$ cat src/rtl/i2c_scl_gen.sv
module i2c_scl_gen #(
  parameter int PSC_W    = 8,
  parameter int CNT_W    = 8,
  parameter int LOW_ADD  = 7,
  parameter int HIGH_ADD = 5
) (
  input  logic                 clk,
  input  logic                 rst_n,
  input  logic                 enable,
  input  logic [PSC_W-1:0]     psc_div,
  input  logic [2*CNT_W-1:0]   low_cfg,
  input  logic [2*CNT_W-1:0]   high_cfg,
  input  logic                 hs_phase,
  input  logic                 scl_in,
  output logic                 scl_drive_low,
  output logic                 fall_stb,
  output logic                 rise_stb
);

  localparam int TW    = CNT_W + 1;
  localparam int CFG_W = 2 * CNT_W;

  typedef enum logic [1:0] {ST_OFF, ST_LOW, ST_HIGH} state_t;

  state_t           state;
  logic [PSC_W-1:0] pre_cnt, psc_q;
  logic [TW-1:0]    ph_cnt, low_q, high_q;
  logic             hi_seen;

  logic [CNT_W-1:0] low_sel, high_sel;
  logic [TW-1:0]    low_len, high_len;
  logic             tick, counting, low_done, high_done, start_low;

  assign low_sel  = hs_phase ? low_cfg[CFG_W-1:CNT_W]  : low_cfg[CNT_W-1:0];
  assign high_sel = hs_phase ? high_cfg[CFG_W-1:CNT_W] : high_cfg[CNT_W-1:0];
  assign low_len  = TW'(low_sel)  + TW'(LOW_ADD);
  assign high_len = TW'(high_sel) + TW'(HIGH_ADD);

  assign tick      = (pre_cnt == psc_q);
  assign counting  = (state == ST_LOW) || (state == ST_HIGH && (hi_seen || scl_in));
  assign low_done  = (state == ST_LOW) && tick && (ph_cnt == low_q - TW'(1));
  assign high_done = (state == ST_HIGH) && counting && tick && (ph_cnt == high_q - TW'(1));
  assign start_low = (state == ST_OFF && enable) || high_done;

  assign scl_drive_low = (state == ST_LOW);

  always_ff @(posedge clk or negedge rst_n) begin
    if (!rst_n) begin
      state    <= ST_OFF;
      pre_cnt  <= '0;
      ph_cnt   <= '0;
      psc_q    <= '0;
      low_q    <= '0;
      high_q   <= '0;
      hi_seen  <= 1'b0;
      fall_stb <= 1'b0;
      rise_stb <= 1'b0;
    end else if (!enable) begin
      state    <= ST_OFF;
      pre_cnt  <= '0;
      ph_cnt   <= '0;
      hi_seen  <= 1'b0;
      fall_stb <= 1'b0;
      rise_stb <= 1'b0;
    end else begin
      fall_stb <= start_low;
      rise_stb <= 1'b0;
      if (start_low) begin
        state   <= ST_LOW;
        psc_q   <= psc_div;
        low_q   <= low_len;
        high_q  <= high_len;
        pre_cnt <= '0;
        ph_cnt  <= '0;
        hi_seen <= 1'b0;
      end else if (low_done) begin
        state   <= ST_HIGH;
        pre_cnt <= '0;
        ph_cnt  <= '0;
        hi_seen <= 1'b0;
      end else begin
        if (counting) begin
          if (tick) begin
            pre_cnt <= '0;
            ph_cnt  <= ph_cnt + TW'(1);
          end else begin
            pre_cnt <= pre_cnt + PSC_W'(1);
          end
        end
        if (state == ST_HIGH && !hi_seen && scl_in) begin
          hi_seen  <= 1'b1;
          rise_stb <= 1'b1;
        end
      end
    end
  end

  AST_LOW_IN_RANGE: assert property (@(posedge clk) disable iff (!rst_n)
    state == ST_LOW |-> ph_cnt < low_q);
  AST_HIGH_IN_RANGE: assert property (@(posedge clk) disable iff (!rst_n)
    state == ST_HIGH |-> ph_cnt < high_q);
  AST_STRETCH_WAIT: assert property (@(posedge clk) disable iff (!rst_n)
    (state == ST_HIGH && !hi_seen && !scl_in) |=> (ph_cnt == '0 && !scl_drive_low));
  AST_DISABLE_RELEASE: assert property (@(posedge clk) disable iff (!rst_n)
    !enable |=> (!scl_drive_low && !fall_stb && !rise_stb));
  AST_LATCH_HOLD: assert property (@(posedge clk) disable iff (!rst_n)
    (enable && !start_low) |=> ($stable(psc_q) && $stable(low_q) && $stable(high_q)));
  AST_FALL_IN_LOW: assert property (@(posedge clk) disable iff (!rst_n)
    fall_stb |-> scl_drive_low);
  AST_FALL_ON_PULL: assert property (@(posedge clk) disable iff (!rst_n)
    $rose(scl_drive_low) |-> fall_stb);
  AST_RISE_LINE_HIGH: assert property (@(posedge clk) disable iff (!rst_n)
    rise_stb |-> (!scl_drive_low && $past(scl_in)));
  AST_STROBE_EXCL: assert property (@(posedge clk) disable iff (!rst_n)
    !(fall_stb && rise_stb));

endmodule

$ cat config.mk
export PLATFORM = sky130hd
export DESIGN_NAME = i2c_scl_gen
export DESIGN_NICKNAME = d
export VERILOG_FILES = /design/src/rtl/i2c_scl_gen.sv
export SDC_FILE = /design/constraint.sdc
export NUM_CORES = 1
export LEC_CHECK = 0
export CAP_MARGIN = 20
export CORE_UTILIZATION = 61
export CTS_BUF_LIST = sky130_fd_sc_hd__clkbuf_8
export DETAILED_ROUTE_END_ITERATION = 6
export PLACE_DENSITY = 0.88
export RECOVER_POWER = 50
export SETUP_SLACK_MARGIN = 0.1
export SLEW_MARGIN = 25
export SYNTH_ARGS = -nofsm -noshare
export SYNTH_HDL_FRONTEND = slang
export SYNTH_SLANG_ARGS = --single-unit
$ cat constraint.sdc
create_clock -name clk -period 4.2 [get_ports clk]
set_input_delay 0.84 -clock clk [delete_from_list [all_inputs] [get_ports clk]]
set_output_delay 0.84 -clock clk [all_outputs]
set_load 0.005 [all_outputs]
=== Yosys cells after proc, flatten, opt, wreduce, memory -nomap -nowiden ===
Cells that the tools add are included.
W data, S select, Z words.

* Multiplexer cells: 24
* Bitwise operators: 0
* Multiply operators: 0
* $add $sub $neg: 6
* Reductions and logical operators: 16
* Eq/ne operators: 9
* Div/mod/pow operators: 0
* Magnitude comparators: 0
* Shift operators: 0

{| class="wikitable"
|+ Operators with widths
! kind !! number
|-
| $mux W8 || 7
|-
| $mux W9 || 5
|-
| $add A8 B3 Y9 const B || 2
|-
| $eq A9 B9 Y1 || 2
|-
| $sub A9 B1 Y9 const B || 2
|-
| $ne A4 B1 Y1 const B || 3
|-
| $add A9 B1 Y9 const B || 1
|-
| $logic_and A1 B1 Y1 || 9
|-
| $mux W1 || 9
|-
| $add A8 B1 Y8 const B || 1
|-
| $eq A8 B8 Y1 || 1
|-
| $mux W2 || 3
|-
| $reduce_and A2 Y1 || 2
|-
| $logic_or A1 B1 Y1 || 3
|-
| $ne A3 B1 Y1 const B || 1
|-
| $eq A2 B1 Y1 const B || 1
|-
| $eq A2 B2 Y1 const B || 1
|-
| $logic_not A2 Y1 || 1
|-
| $logic_not A1 Y1 || 1
|}

* Memory bits (writable): 0
* Latch bits: 0
* ROM bits: 0
* Bits of input ports: 45
* Output and inout port bits: 3
* Register bits after elaboration: 48
* Memories kept: 0
* Logic and storage cells: 64

=== Longest topological paths before layout ===
* Word-level depth: 9
* Depth in mapped cells: 11
* Mapped depth without buffers: 8

=== Worst setup path before layout ===
No wires, ideal clock.

* Path kind: input port to flip-flop
* From: input port hs_phase
* To: register high_q[6]
* Arrival: 3.026 ns
* Data required time: 4.075 ns
* Library setup time: 0.125 ns
* Path buffers: 3
* Setup slack: 1.049 ns
* Stages: 10
* Cell sequence: clkbuf_1 -> clkbuf_1 -> buf_1 -> mux2_2 -> ha_1 -> o211ai_1 -> o21ai_0 -> nand2_1 -> xor2_1 -> mux2_4

* Cells in the longest elaborated chain, start to end: 2

{| class="wikitable"
|+ Ends and longest elaborated chain
! what !! line !! RTL
|-
| start, declared || 13 || <nowiki>input logic hs_phase,</nowiki>
|-
| $mux W8 || 35 || <nowiki>assign high_sel = hs_phase ? high_cfg[CFG_W-1:CNT_W] : high_cfg[CNT_W-1:0];</nowiki>
|-
| $add A8 B3 Y9 || 37 || <nowiki>assign high_len = TW'(high_sel) + TW'(HIGH_ADD);</nowiki>
|-
| end signal, assigned || 72 || <nowiki>high_q <= high_len;</nowiki>
|-
| end, declared || 27 || <nowiki>logic [TW-1:0] ph_cnt, low_q, high_q;</nowiki>
|}

No other way between the ends.
A chain may end at the register's enable or synchronous reset.

=== Worst setup path after layout ===
* From: register high_q[0]
* To: register psc_q[5]

* Cells in the longest elaborated chain, start to end: 5

{| class="wikitable"
|+ Ends and longest elaborated chain
! what !! line !! RTL
|-
| $sub A9 B1 Y9 || 42 || <nowiki>assign high_done = (state == ST_HIGH) && counting && tick && (ph_cnt == high_q - TW'(1));</nowiki>
|-
| $eq A9 B9 Y1 || 42 ||
|-
| $logic_and A1 B1 Y1 || 42 ||
|-
| $logic_or A1 B1 Y1 || 43 || <nowiki>assign start_low = (state == ST_OFF && enable) || high_done;</nowiki>
|-
| $reduce_and A2 Y1 (no line) || n/a ||
|-
| end signal, assigned || 70 || <nowiki>psc_q <= psc_div;</nowiki>
|-
| end, declared || 26 || <nowiki>logic [PSC_W-1:0] pre_cnt, psc_q;</nowiki>
|}

No other way between the ends.

==> impl_metrics.csv <==
group,metric,value,unit
outcome,outcome,"finished with violations",
outcome,violations,"max-capacitance violations, max-slew violations",
floorplan,start_util,64.5,%
place,io_buffers,47,
floorplan,rows,26,
synth,synthCells,333,
clock_tree,cts_resized,0,
route,routed_wl,7.27,mm
clock_tree,ctsHtreeMaxLevel,2,
critical_path,critPathTopFamily,"compound AO/OA/AOI/OAI gates",
place,globalplace.congestion,0.855,
job,drv_cap,1,
grt,grt_usage,27.0,%
synth,ys.flop_type,"dfrtp_1",
layout,fin_nets,427,
critical_path,crit_type,"flip-flop to flip-flop",
synth,ys.warnings.count,0,
power,peakVddDrop,0.000165,V
critical_path,startpoint,"high_q[0]",
timing,max_slew.worst_pin.slew,2.45,ns
floorplan,core_area,5200,um^2
clock_tree,clockRootBuffer,"clkbuf_8",
route,vias_per_cell,6.09,
grt,antenna_found_initial,0,
timing,clock_skew,0.00559,ns
critical_path,worstPathCellList,"inv_1 > ha_1 > or3b_1 > o31ai_1 > a211oi_2 > and4_4 > a31oi_4 > buf_12 > mux2_2",
synth,synth-seq-area-share,35.8,%
critical_path,setup.worst_path.start_class,"flip-flop",
synth,synth_area_per_cell,10.1,um^2
min_path,min_path_cells,1,
route,drtIter0Drc,171,
clock_tree,clk_pin_slew,0.09,ns
floorplan,die_h,76.2,um
layout,fill_cells,374,
critical_path,cp.buffers_inverters,2,
timing,tns,0,ns
layout,layout_common_cells,"48 x dfrtp_1, 45 x clkdlybuf4s50_1, 33 x xnor2_1",
min_path,min_to,"rise_stb",
timing,rsz0062_at_grt,"false",
floorplan,ioPinCount,48,
clock_tree,clkLatencyLatePin,0.30,ns
critical_path,cpPeakStageDelay,0.55,ns
power,power_density,328,nW/um^2
layout,post-route-cell-area,3990,um^2
layout,diodes,0,
grt,grt_pass1_wl,12.5,mm
route,dr.pass1.iters,4,
timing,post-route-period-util,74.8,%
synth,synth_cell_types,54,
clock_tree,cts_buffer_depth,2,
clock_tree,cts_tree,"done",
route,drc,0,
timing,setup_violations,0,
place,hpwlAfterDp,5.54,mm
min_path,hp-class,"flip-flop to flip-flop",
synth,syn-num-nets,384,
layout,syn2layout_area_growth,18.9,%
clock_tree,post_cts_buffers,0,
timing,finalCriticalPeriod,3.14,ns
grt,grt_pass1_vias,2788,
timing,fmax,318,MHz
critical_path,slowest_stage,"a31oi_4",
power,p_leak,1.62,nW
clock_tree,cts_sinks,48,
layout,final_core_util,76.7,%
synth,ys_async_sr_fraction,100,%
clock_tree,ctsHoldBuffers,0,
layout,layout_commonest_cell,"dfrtp_1",
place,place_ws,0.810,ns
critical_path,rrSetupSlack,1.06,ns
grt,grt_max_degree,49,
synth,ys_ff_latch,48,
critical_path,timing.rr.start,"high_q[0]",
layout,multi_input_area,2050,um^2
critical_path,worstPathRequired,4.39,ns
synth,syn-cell-area,3360,um^2
critical_path,critical_path.endpoint_type,"flip-flop",
critical_path,crit_fanout,16,
route,num_vias,2722,
critical_path,r2r_end,"psc_q[5]",
critical_path,r2r_cells,9,
floorplan,die_x,76.2,um
timing,maxSlewViolCount,49,
route,ant_nets,0,
place,post_dp_cell_area,3880,um^2
critical_path,arrival,3.33,ns
timing,fin_ws,1.06,ns
layout,drive_gt1_share,13.3,%
layout,seqCellArea,1200,um^2
synth,synth_enable_flop_cells,0,
route,wire_per_inst,16.3,um
timing,finalHoldViolCount,0,
grt,gr-total-overflow,0,
clock_tree,cts-buffers-inserted,5,
floorplan,die_area,5800,um^2
min_path,min_from,"hi_seen",
timing,slew_headroom,-63.3,%
area by class of cell:
cell class | count | area share, %
multi-input cells | 262 | 51.4
well taps | 70 | 2.19
repair buffers | 52 | 12.9
clock inverters | 3 | 1.07
clock buffers | 5 | 1.72
flip-flops and latches | 48 | 30.1
inverters | 7 | 0.658
layer usage:
layer,vias up,part of all wire (%),GRT usage [%]
li1,1309,-,-
met1,1315,42,31.5
met2,85,52,49.5
met3,13,4.0,4.07
met4,0,2.4,10.6
met5,-,0,0
how the worst max path moves through the flow:
stage,cells after the start,slack (ns),to
final,9,1.06,psc_q[5]
after global routing,9,0.90,psc_q[5]
after CTS,9,1.09,psc_q[5]
after detailed placement,8,0.81,high_q[6]
after global placement,8,0.94,high_q[6]
after floorplan,10,1.05,high_q[6]
synthesized netlist by cell type (all sizes together) (11+ instances only):
cell	number	share of area (%)
nor4	21	4.3
nor2b	14	2.6
nor2	12	1.3
nor3	11	1.6
a21oi	16	2.4
dfrtp	48	36
mux2i	11	3.3
xnor2	33	8.6
mux2	26	10
nand2	14	1.6
xor2	21	5.5
kinds of logic after synthesis:
logic type / Yosys count / share of synthesized area, %
buf+inv: 23 / 3.13
mux: 37 / 13.7
xor+xnor: 54 / 14.1
compound gates: 50 / 10.5
flops: 48 / 35.8
fa+ha+maj: 6 / 2.24
simple gates: 115 / 20.5
metrics by stage:
stage / std cells / total power, mW / hold slack [ns]
5_1_grt: 447 / 1.38 / 0.524
6_report: 447 / 1.31 / 0.488
3_5_place_dp: 439 / 0.985 / 0.484
4_1_cts: 447 / 1.31 / 0.486
2_1_floorplan: 333 / 0.854 / 0.446
3_3_place_gp: 439 / 0.961 / 0.462
registers in the layout (all words and copies together), names as in the netlist:
signal / count
fall_stb: 1
hi_seen: 1
high_q: 9
low_q: 9
ph_cnt: 9
pre_cnt: 8
psc_q: 8
rise_stb: 1
state: 2
power breakdown:
group	switching [mW]	internal [mW]	total, mW
sequential	0.0782	0.519	0.597
combinational	0.165	0.215	0.380
clock	0.157	0.176	0.333
total	0.399	0.910	1.31
(Power assumes the default switching activity.)
